--- src/rtl/hb_pkg.sv ---
package hb_pkg;
  localparam int NUM_SEC = 2;  // cascaded sections
  localparam int SEC_LAT = 3;  // pipeline stages per section
  localparam int OUT_LAT = NUM_SEC * SEC_LAT;
endpackage

--- src/rtl/hb_adaptor.sv ---
// Symmetric two-port adaptor with coefficient 1/2 (shift), W-bit wrapping ports.
module hb_adaptor #(
  parameter int W = 12
) (
  input  logic [W-1:0] a1_i,
  input  logic [W-1:0] a2_i,
  output logic [W-1:0] b1_o,
  output logic [W-1:0] b2_o
);
  logic signed [W:0]   diff;
  logic        [W-1:0] half;

  assign diff = $signed({a2_i[W-1], a2_i}) - $signed({a1_i[W-1], a1_i});
  assign half = W'(diff >>> 1);
  assign b1_o = a2_i + half;
  assign b2_o = a1_i + half;
endmodule

--- src/rtl/hb_section.sv ---
// One half-band section. EVEN_ONLY folds decimation in: only even samples
// enter the recursive part, and the delay shrinks to one entry.
module hb_section #(
  parameter int W         = 12,
  parameter bit EVEN_ONLY = 1'b0
) (
  input  logic         clk_i,
  input  logic         rst_ni,
  input  logic         valid_i,
  input  logic [W-1:0] data_i,
  output logic         valid_o,
  output logic [W-1:0] data_o
);
  localparam int DEPTH = EVEN_ONLY ? 1 : 2;

  logic                  odd_q;
  logic [W-1:0]          prev_q;
  logic                  take;
  logic                  s1_v, s2_v;
  logic [W-1:0]          s1_x, s1_p, s2_p, s2_b1;
  logic [DEPTH-1:0][W-1:0] dly_q;
  logic [W-1:0]          b1, b2;
  logic signed [W:0]     sum;

  assign take = valid_i && (!EVEN_ONLY || !odd_q);

  // stage 1: capture sample and its predecessor
  always_ff @(posedge clk_i or negedge rst_ni) begin
    if (!rst_ni) begin
      odd_q  <= 1'b0;
      prev_q <= '0;
      s1_v   <= 1'b0;
      s1_x   <= '0;
      s1_p   <= '0;
    end else begin
      s1_v <= take;
      if (valid_i) begin
        odd_q  <= ~odd_q;
        prev_q <= data_i;
      end
      if (take) begin
        s1_x <= data_i;
        s1_p <= prev_q;
      end
    end
  end

  hb_adaptor #(.W(W)) u_adp (
    .a1_i (s1_x),
    .a2_i (dly_q[DEPTH-1]),
    .b1_o (b1),
    .b2_o (b2)
  );

  // stage 2: adaptor and recursive delay
  always_ff @(posedge clk_i or negedge rst_ni) begin
    if (!rst_ni) begin
      dly_q <= '0;
      s2_v  <= 1'b0;
      s2_b1 <= '0;
      s2_p  <= '0;
    end else begin
      s2_v <= s1_v;
      if (s1_v) begin
        dly_q[0] <= b2;
        for (int i = 1; i < DEPTH; i++) dly_q[i] <= dly_q[i-1];
        s2_b1 <= b1;
        s2_p  <= s1_p;
      end
    end
  end

  // stage 3: average of direct and allpass branches
  assign sum = $signed({s2_p[W-1], s2_p}) + $signed({s2_b1[W-1], s2_b1});

  always_ff @(posedge clk_i or negedge rst_ni) begin
    if (!rst_ni) begin
      valid_o <= 1'b0;
      data_o  <= '0;
    end else begin
      valid_o <= s2_v;
      if (s2_v) data_o <= W'(sum >>> 1);
    end
  end
endmodule

--- src/rtl/hb_decim_top.sv ---
module hb_decim_top #(
  parameter int W       = 12,
  parameter int NUM_SEC = hb_pkg::NUM_SEC
) (
  input  logic         clk_i,
  input  logic         rst_ni,
  input  logic         valid_i,
  input  logic [W-1:0] data_i,
  output logic         valid_o,
  output logic [W-1:0] data_o
);
  logic [NUM_SEC:0]        v_c;
  logic [NUM_SEC:0][W-1:0] d_c;

  assign v_c[0] = valid_i;
  assign d_c[0] = data_i;

  for (genvar g = 0; g < NUM_SEC; g++) begin : g_sec
    hb_section #(
      .W         (W),
      .EVEN_ONLY (g == NUM_SEC - 1)
    ) u_sec (
      .clk_i   (clk_i),
      .rst_ni  (rst_ni),
      .valid_i (v_c[g]),
      .data_i  (d_c[g]),
      .valid_o (v_c[g+1]),
      .data_o  (d_c[g+1])
    );
  end

  assign valid_o = v_c[NUM_SEC];
  assign data_o  = d_c[NUM_SEC];
endmodule

--- config.mk ---
export PLATFORM = sky130hd
export DESIGN_NAME = hb_decim_top
export DESIGN_NICKNAME = d
export VERILOG_FILES = /design/src/rtl/hb_pkg.sv /design/src/rtl/hb_adaptor.sv /design/src/rtl/hb_section.sv /design/src/rtl/hb_decim_top.sv
export SDC_FILE = /design/constraint.sdc
export NUM_CORES = 1
export LEC_CHECK = 0
export CAP_MARGIN = 30
export CORE_UTILIZATION = 55
export DETAILED_ROUTE_END_ITERATION = 6
export HOLD_SLACK_MARGIN = 0.03
export PLACE_DENSITY = 0.75
export SLEW_MARGIN = 20
export SYNTH_ARGS = -nofsm -noshare
export SYNTH_HDL_FRONTEND = slang
export SYNTH_SLANG_ARGS = --single-unit
--- constraint.sdc ---
create_clock -name clk_i -period 3.2 [get_ports clk_i]
set_input_delay 0.96 -clock clk_i [delete_from_list [all_inputs] [get_ports clk_i]]
set_output_delay 0.96 -clock clk_i [all_outputs]
set_load 0.005 [all_outputs]
* After elaboration in Yosys (flattened, before gate mapping) *
Cells that the tools add are included.

word-level totals
  logic and storage cells = 32
  output and inout bits = 13
  bits in registers = 175

operators by class
  reduce and logical (&&, ||, !) cells = 2
  bitwise logic cells = 1
  add/sub/neg operators = 8

operators with widths
  operator                                        number
  12-bit adder                                    4
  12-bit by 12-bit adder with 13-bit output       2
  12-bit by 12-bit subtractor with 13-bit output  2
  1-bit logical AND                               1
  1-bit logical NOT                               1
  1-bit inverter                                  1

* Longest topological paths before layout *
  word-level depth = 2
  gate-level depth with buffers = 18
  gate-level depth less buffers = 18

* Modules after synthesis *
From an unflattened synthesis, not the netlist that was laid out.

second synthesis, totals
  cells, all modules = 910
  area, all modules = 10455.0 µm²

by module, submodules not included
  module                             cells each  seq. area each (µm²)  area each (µm²)  instances
  hb_section (g_sec[1].u_sec)        251         2202.1                3718.6           1
  hb_section (g_sec[0].u_sec)        248         2177.1                3677.3           1
  hb_adaptor (g_sec[1].u_sec.u_adp)  214         0.0                   1572.8           1
  hb_adaptor (g_sec[0].u_sec.u_adp)  197         0.0                   1486.4           1

* Worst setup path before layout *
No wires, ideal clock.

  path kind = register to register
  start point = reg g_sec[1].u_sec.s1_x[0]
  end point = reg g_sec[1].u_sec.dly_q[11] (netlist name)
  required time = 3.064 ns
  setup time = 0.136 ns
  buffers on the path = 0
  data arrival time = 3.168 ns
  setup slack = -0.104 ns
  cell stages (with the launch flop) = 19
  path through = dfrtp_1 > nand2b_1 > inv_1 > fa_1 > nand2b_1 > a21oi_1 > a2111oi_2 > a21oi_1 > nand3_1 > nand2_1 > xor2_1 > ha_1 > and4_1 > nand2_1 > o211ai_1 > a31o_2 > xnor2_1 > xnor2_1 > a21oi_1

between the ends
  word-level cells in the longest chain between the ends = 2

RTL lines
  element                                         line              source
  from (decl)                                     hb_section.sv:20  logic [W-1:0] s1_x, s1_p, s2_p, s2_b1;
  from (signal assigned)                          hb_section.sv:42  s1_x <= data_i;
  12-bit by 12-bit subtractor with 13-bit output  hb_adaptor.sv:13  assign diff = $signed({a2_i[W-1], a2_i}) - $signed({a1_i[W-1], a1_i});
  12-bit adder *                                  hb_adaptor.sv:16  assign b2_o = a1_i + half;
  to (decl)                                       hb_section.sv:21  logic [DEPTH-1:0][W-1:0] dly_q;

Mark *: on every way between the ends. The rest lies on a longest branch, timed or not.
A chain may end at the register's enable or synchronous reset.

* Worst setup path in the final report *
  start point = reg g_sec[1].u_sec.s1_x[3]
  end point = reg g_sec[1].u_sec.dly_q[11] (netlist name)

The elaborated chain is that of the path after synthesis.

==> reports/results.tsv <==
stage	metric	value	unit
logic_synthesis	synthesized area	10200	um2
global_routing	busiest layer in global routing	met2	
timing	sum of negative setup slack	-0.488	ns
floorplanning	core outline area	18100	um2
critical_path	Worst Path Required	3.49	ns
global_routing	via count of the first global-routing pass	7611	
cts	clock tree from TritonCTS	done	
global_routing	Total GRT Usage	23.7	%
detailed_routing	DRT antenna net count	0	
floorplanning	die width	138	um
cells_and_area	layout overhead on the synthesized area	29.4	%
cells_and_area	area used by multi-input combinational logic	6210	um2
global_routing	met3 track utilization from global routing	4.23	%
floorplanning	Row Count	49	
detailed_routing	average wire length per cell after detail routing	17.4	um
detailed_routing	DRC errors left	3	
global_routing	M2 GR Usage	43.2	%
logic_synthesis	Mapped Avg Cell Area	11.1	um2
timing	endpoints failing setup	6	
logic_synthesis	number of enable flip-flop cells after synthesis	0	
logic_synthesis	number of distinct library cells after synthesis	49	
global_routing	Global Route met1 Usage	28.4	%
cts	clock root buffer	sky130_fd_sc_hd__clkbuf_16	
global_routing	largest net degree at the start of global routing	60	
timing	highest clock rate	294	MHz
detailed_routing	initial DRC count	437	
hold_path	Tightest Hold Check Type	primary input to async pin	
floorplanning	I/O Pins	28	
placed_design	Post-DP HPWL	14800	um
critical_path	Critical R2R Launch	g_sec[1].u_sec.s1_x[3]	
cells_and_area	number of fillers in the final layout	1177	
cts	worst skew pair latency	0.44	ns
placed_design	number of port buffers	27	
logic_synthesis	part of the Yosys area used for sequential elements	42.9	%
cells_and_area	share of layout cells above drive strength 1	39.3	%
cells_and_area	commonest non-fill, non-tap cells in the layout	173 x sky130_fd_sc_hd__dfrtp_1, 151 x sky130_fd_sc_hd__buf_4, 118 x sky130_fd_sc_hd__mux2_2, 72 x sky130_fd_sc_hd__ha_1	
detailed_routing	per-cell via count in the routed design	5.69	
cts	Clock transition at path regs	0.07	ns
cells_and_area	final layout net count	1203	
timing	period utilisation layout	106	%
floorplanning	Die Span Y	138	um
cells_and_area	antenna fix cells	0	
timing	max-slew violation count	0	
status	violated checks	DRC, setup timing	
timing	final setup margin	-0.206	ns
floorplanning	full die area	19100	um2
logic_synthesis	post-synth net total	1035	
critical_path	r2r worst-path depth	17	
logic_synthesis	fraction of registers with async set or reset after synthesis	100	%
logic_synthesis	cell count after synthesis	920	
critical_path	crit-path max FO	5	
detailed_routing	number of detailed-route iterations in the first pass	7	
timing	worst slew margin relative to its limit	55.0	%
timing	unrepaired setup endpoints after global routing	true	
global_routing	global-route wire length before repair	36200	um
job	maximum capacitance violations	0	
logic_synthesis	flop and latch count out of synthesis	175	
cells_and_area	area taken by flip-flops and latches	4380	um2
cts	cts bufs inserted	17	
timing	number of endpoints with negative hold slack in the final report	0	
critical_path	launch point of the worst path	g_sec[1].u_sec.s1_x[3]	
cts	sink count of the clock tree	175	
cts	maximum count of clock buffers along a single path	2	
critical_path	critical path type	flip-flop to flip-flop	
critical_path	crit start category	flip-flop	
critical_path	type of destination of the critical path	flip-flop	
timing	minimum clock period	3.41	ns
detailed_routing	Post-Route WL	23100	um
global_routing	number of antenna violations at the first check in global routing	0	
logic_synthesis	total number of yosys warnings	0	
critical_path	capture instance of the worst register-to-register path	g_sec[1].u_sec.dly_q[11]	
logic_synthesis	commonest register cell after synthesis	sky130_fd_sc_hd__dfrtp_1	
critical_path	setup slack of the worst register-to-register path	-0.21	ns
detailed_routing	total number of vias	7551	
timing	worst-margin pin slew	0.676	ns
status	outcome	complete, but fails checks	
global_routing	final global-route overflow total	0	
timing	Final Skew	0.00867	ns
placed_design	routability congestion estimate	0.886	
cts	H-tree depth	4	
cells_and_area	commonest non-fill, non-tap cell in the layout	sky130_fd_sc_hd__dfrtp_1	
critical_path	data arrival at the endpoint of the critical path	3.69	ns
floorplanning	initial core utilization	56.5	%
## metrics by stage
step	hold WS (ns)	cell area, um2	util, %	std cells	setup WS (ns)
after global placement	0.461	11700	64.4	1275	-0.147
after global routing	0.514	13200	73.1	1328	-0.327
after detailed placement	0.476	11700	64.6	1276	-0.220
after floorplan	0.352	10200	-	920	-0.00458
final	0.466	13200	73.1	1328	-0.206
after CTS	0.489	12600	69.9	1311	-0.145
## logic make-up (layout without fill, tap and decap cells)
family                   after synthesis  count (layout)  synth area share (%)
AO/OA/AOI/OAI                        224             224                  14.3
XOR/XNOR                              81              81                  6.95
AND/OR/NAND/NOR                      134             134                  5.92
flip-flops                           175             175                  42.9
multiplexers                         123             123                  13.6
buffers and inverters                 83             262                  3.49
adder cells (fa/ha/maj)              100             100                  12.8
## cell usage after synthesis (12+ instances only)
library cell               count  area (um2)
sky130_fd_sc_hd__dfrtp_1     175        4380
sky130_fd_sc_hd__mux2_2      120        1350
sky130_fd_sc_hd__ha_1         92        1150
sky130_fd_sc_hd__a21oi_1      72         360
sky130_fd_sc_hd__xnor2_1      53         464
sky130_fd_sc_hd__nand2_1      52         195
sky130_fd_sc_hd__o21ai_0      51         255
sky130_fd_sc_hd__inv_1        49         184
sky130_fd_sc_hd__nor2_1       35         131
sky130_fd_sc_hd__a21o_1       30         225
sky130_fd_sc_hd__xor2_1       28         245
sky130_fd_sc_hd__clkbuf_1     17        63.8
sky130_fd_sc_hd__nand2b_1     13        81.3
sky130_fd_sc_hd__nor2b_1      13        81.3
sky130_fd_sc_hd__buf_4        12        90.1
## how the worst max path moves through the flow
stage / end / slack (ns)
4_1_cts: g_sec[0].u_sec.s2_b1[11] / -0.14
6_report: g_sec[1].u_sec.dly_q[11] / -0.21
5_1_grt: g_sec[1].u_sec.dly_q[11] / -0.33
3_3_place_gp: g_sec[0].u_sec.s2_b1[10] / -0.15
2_1_floorplan: g_sec[1].u_sec.dly_q[11] / -0.005
3_5_place_dp: g_sec[0].u_sec.s2_b1[11] / -0.22
## final cells by class
type | instances | share of cell area [%]
Clock inverter | 11 | 1.62
Sequential cell | 175 | 33.2
Timing Repair Buffer | 183 | 11.3
Inverter | 49 | 1.39
Clock buffer | 19 | 3.35
Multi-Input combinational cell | 662 | 47.0
Tap cell | 229 | 2.17
## state kept, by name, indices dropped and copies added, names as in the netlist
signal	flops
g_sec.u_sec.s2_b1	24
g_sec.u_sec.prev_q	24
g_sec.u_sec.odd_q	1
g_sec.u_sec.s1_x	12
g_sec.u_sec.data_o	24
g_sec.u_sec.dly_q	36
g_sec.u_sec.s1_v	2
g_sec.u_sec.s1_p	24
g_sec.u_sec.valid_o	2
g_sec.u_sec.s2_p	24
g_sec.u_sec.s2_v	2
## timing repair
action                     4_1_cts  5_1_grt
buffers inserted                 5       17
resized for setup               52       85
pin swaps                       26       54
setup endpoints to repair       17       19
hold buffers                     0        0
## critical path, stage by stage (launching register included)
cell and delay (ns):
sky130_fd_sc_hd__dfrtp_1 0.35, sky130_fd_sc_hd__inv_1 0.12, sky130_fd_sc_hd__ha_4 0.34, sky130_fd_sc_hd__nand2_1 0.08, sky130_fd_sc_hd__o21ai_2 0.23, sky130_fd_sc_hd__a211oi_2 0.10, sky130_fd_sc_hd__buf_4 0.16, sky130_fd_sc_hd__o31ai_4 0.18
sky130_fd_sc_hd__a21oi_2 0.10, sky130_fd_sc_hd__xnor2_1 0.28, sky130_fd_sc_hd__ha_1 0.34, sky130_fd_sc_hd__and4_1 0.18, sky130_fd_sc_hd__nand2_1 0.06, sky130_fd_sc_hd__o211ai_1 0.09, sky130_fd_sc_hd__a31o_2 0.24, sky130_fd_sc_hd__xnor2_2 0.13
sky130_fd_sc_hd__xnor2_1 0.16, sky130_fd_sc_hd__a21oi_1 0.09
## layer usage
layer	part of all wire [%]	routed length (um)
met3	2.4	547
met5	0	0
met2	53	12300
met4	3.2	736
met1	41	9580
Power is left out: the tool's default activity adds up to more than one toggle a clock period on the data nets, which glitch-free logic cannot reach.
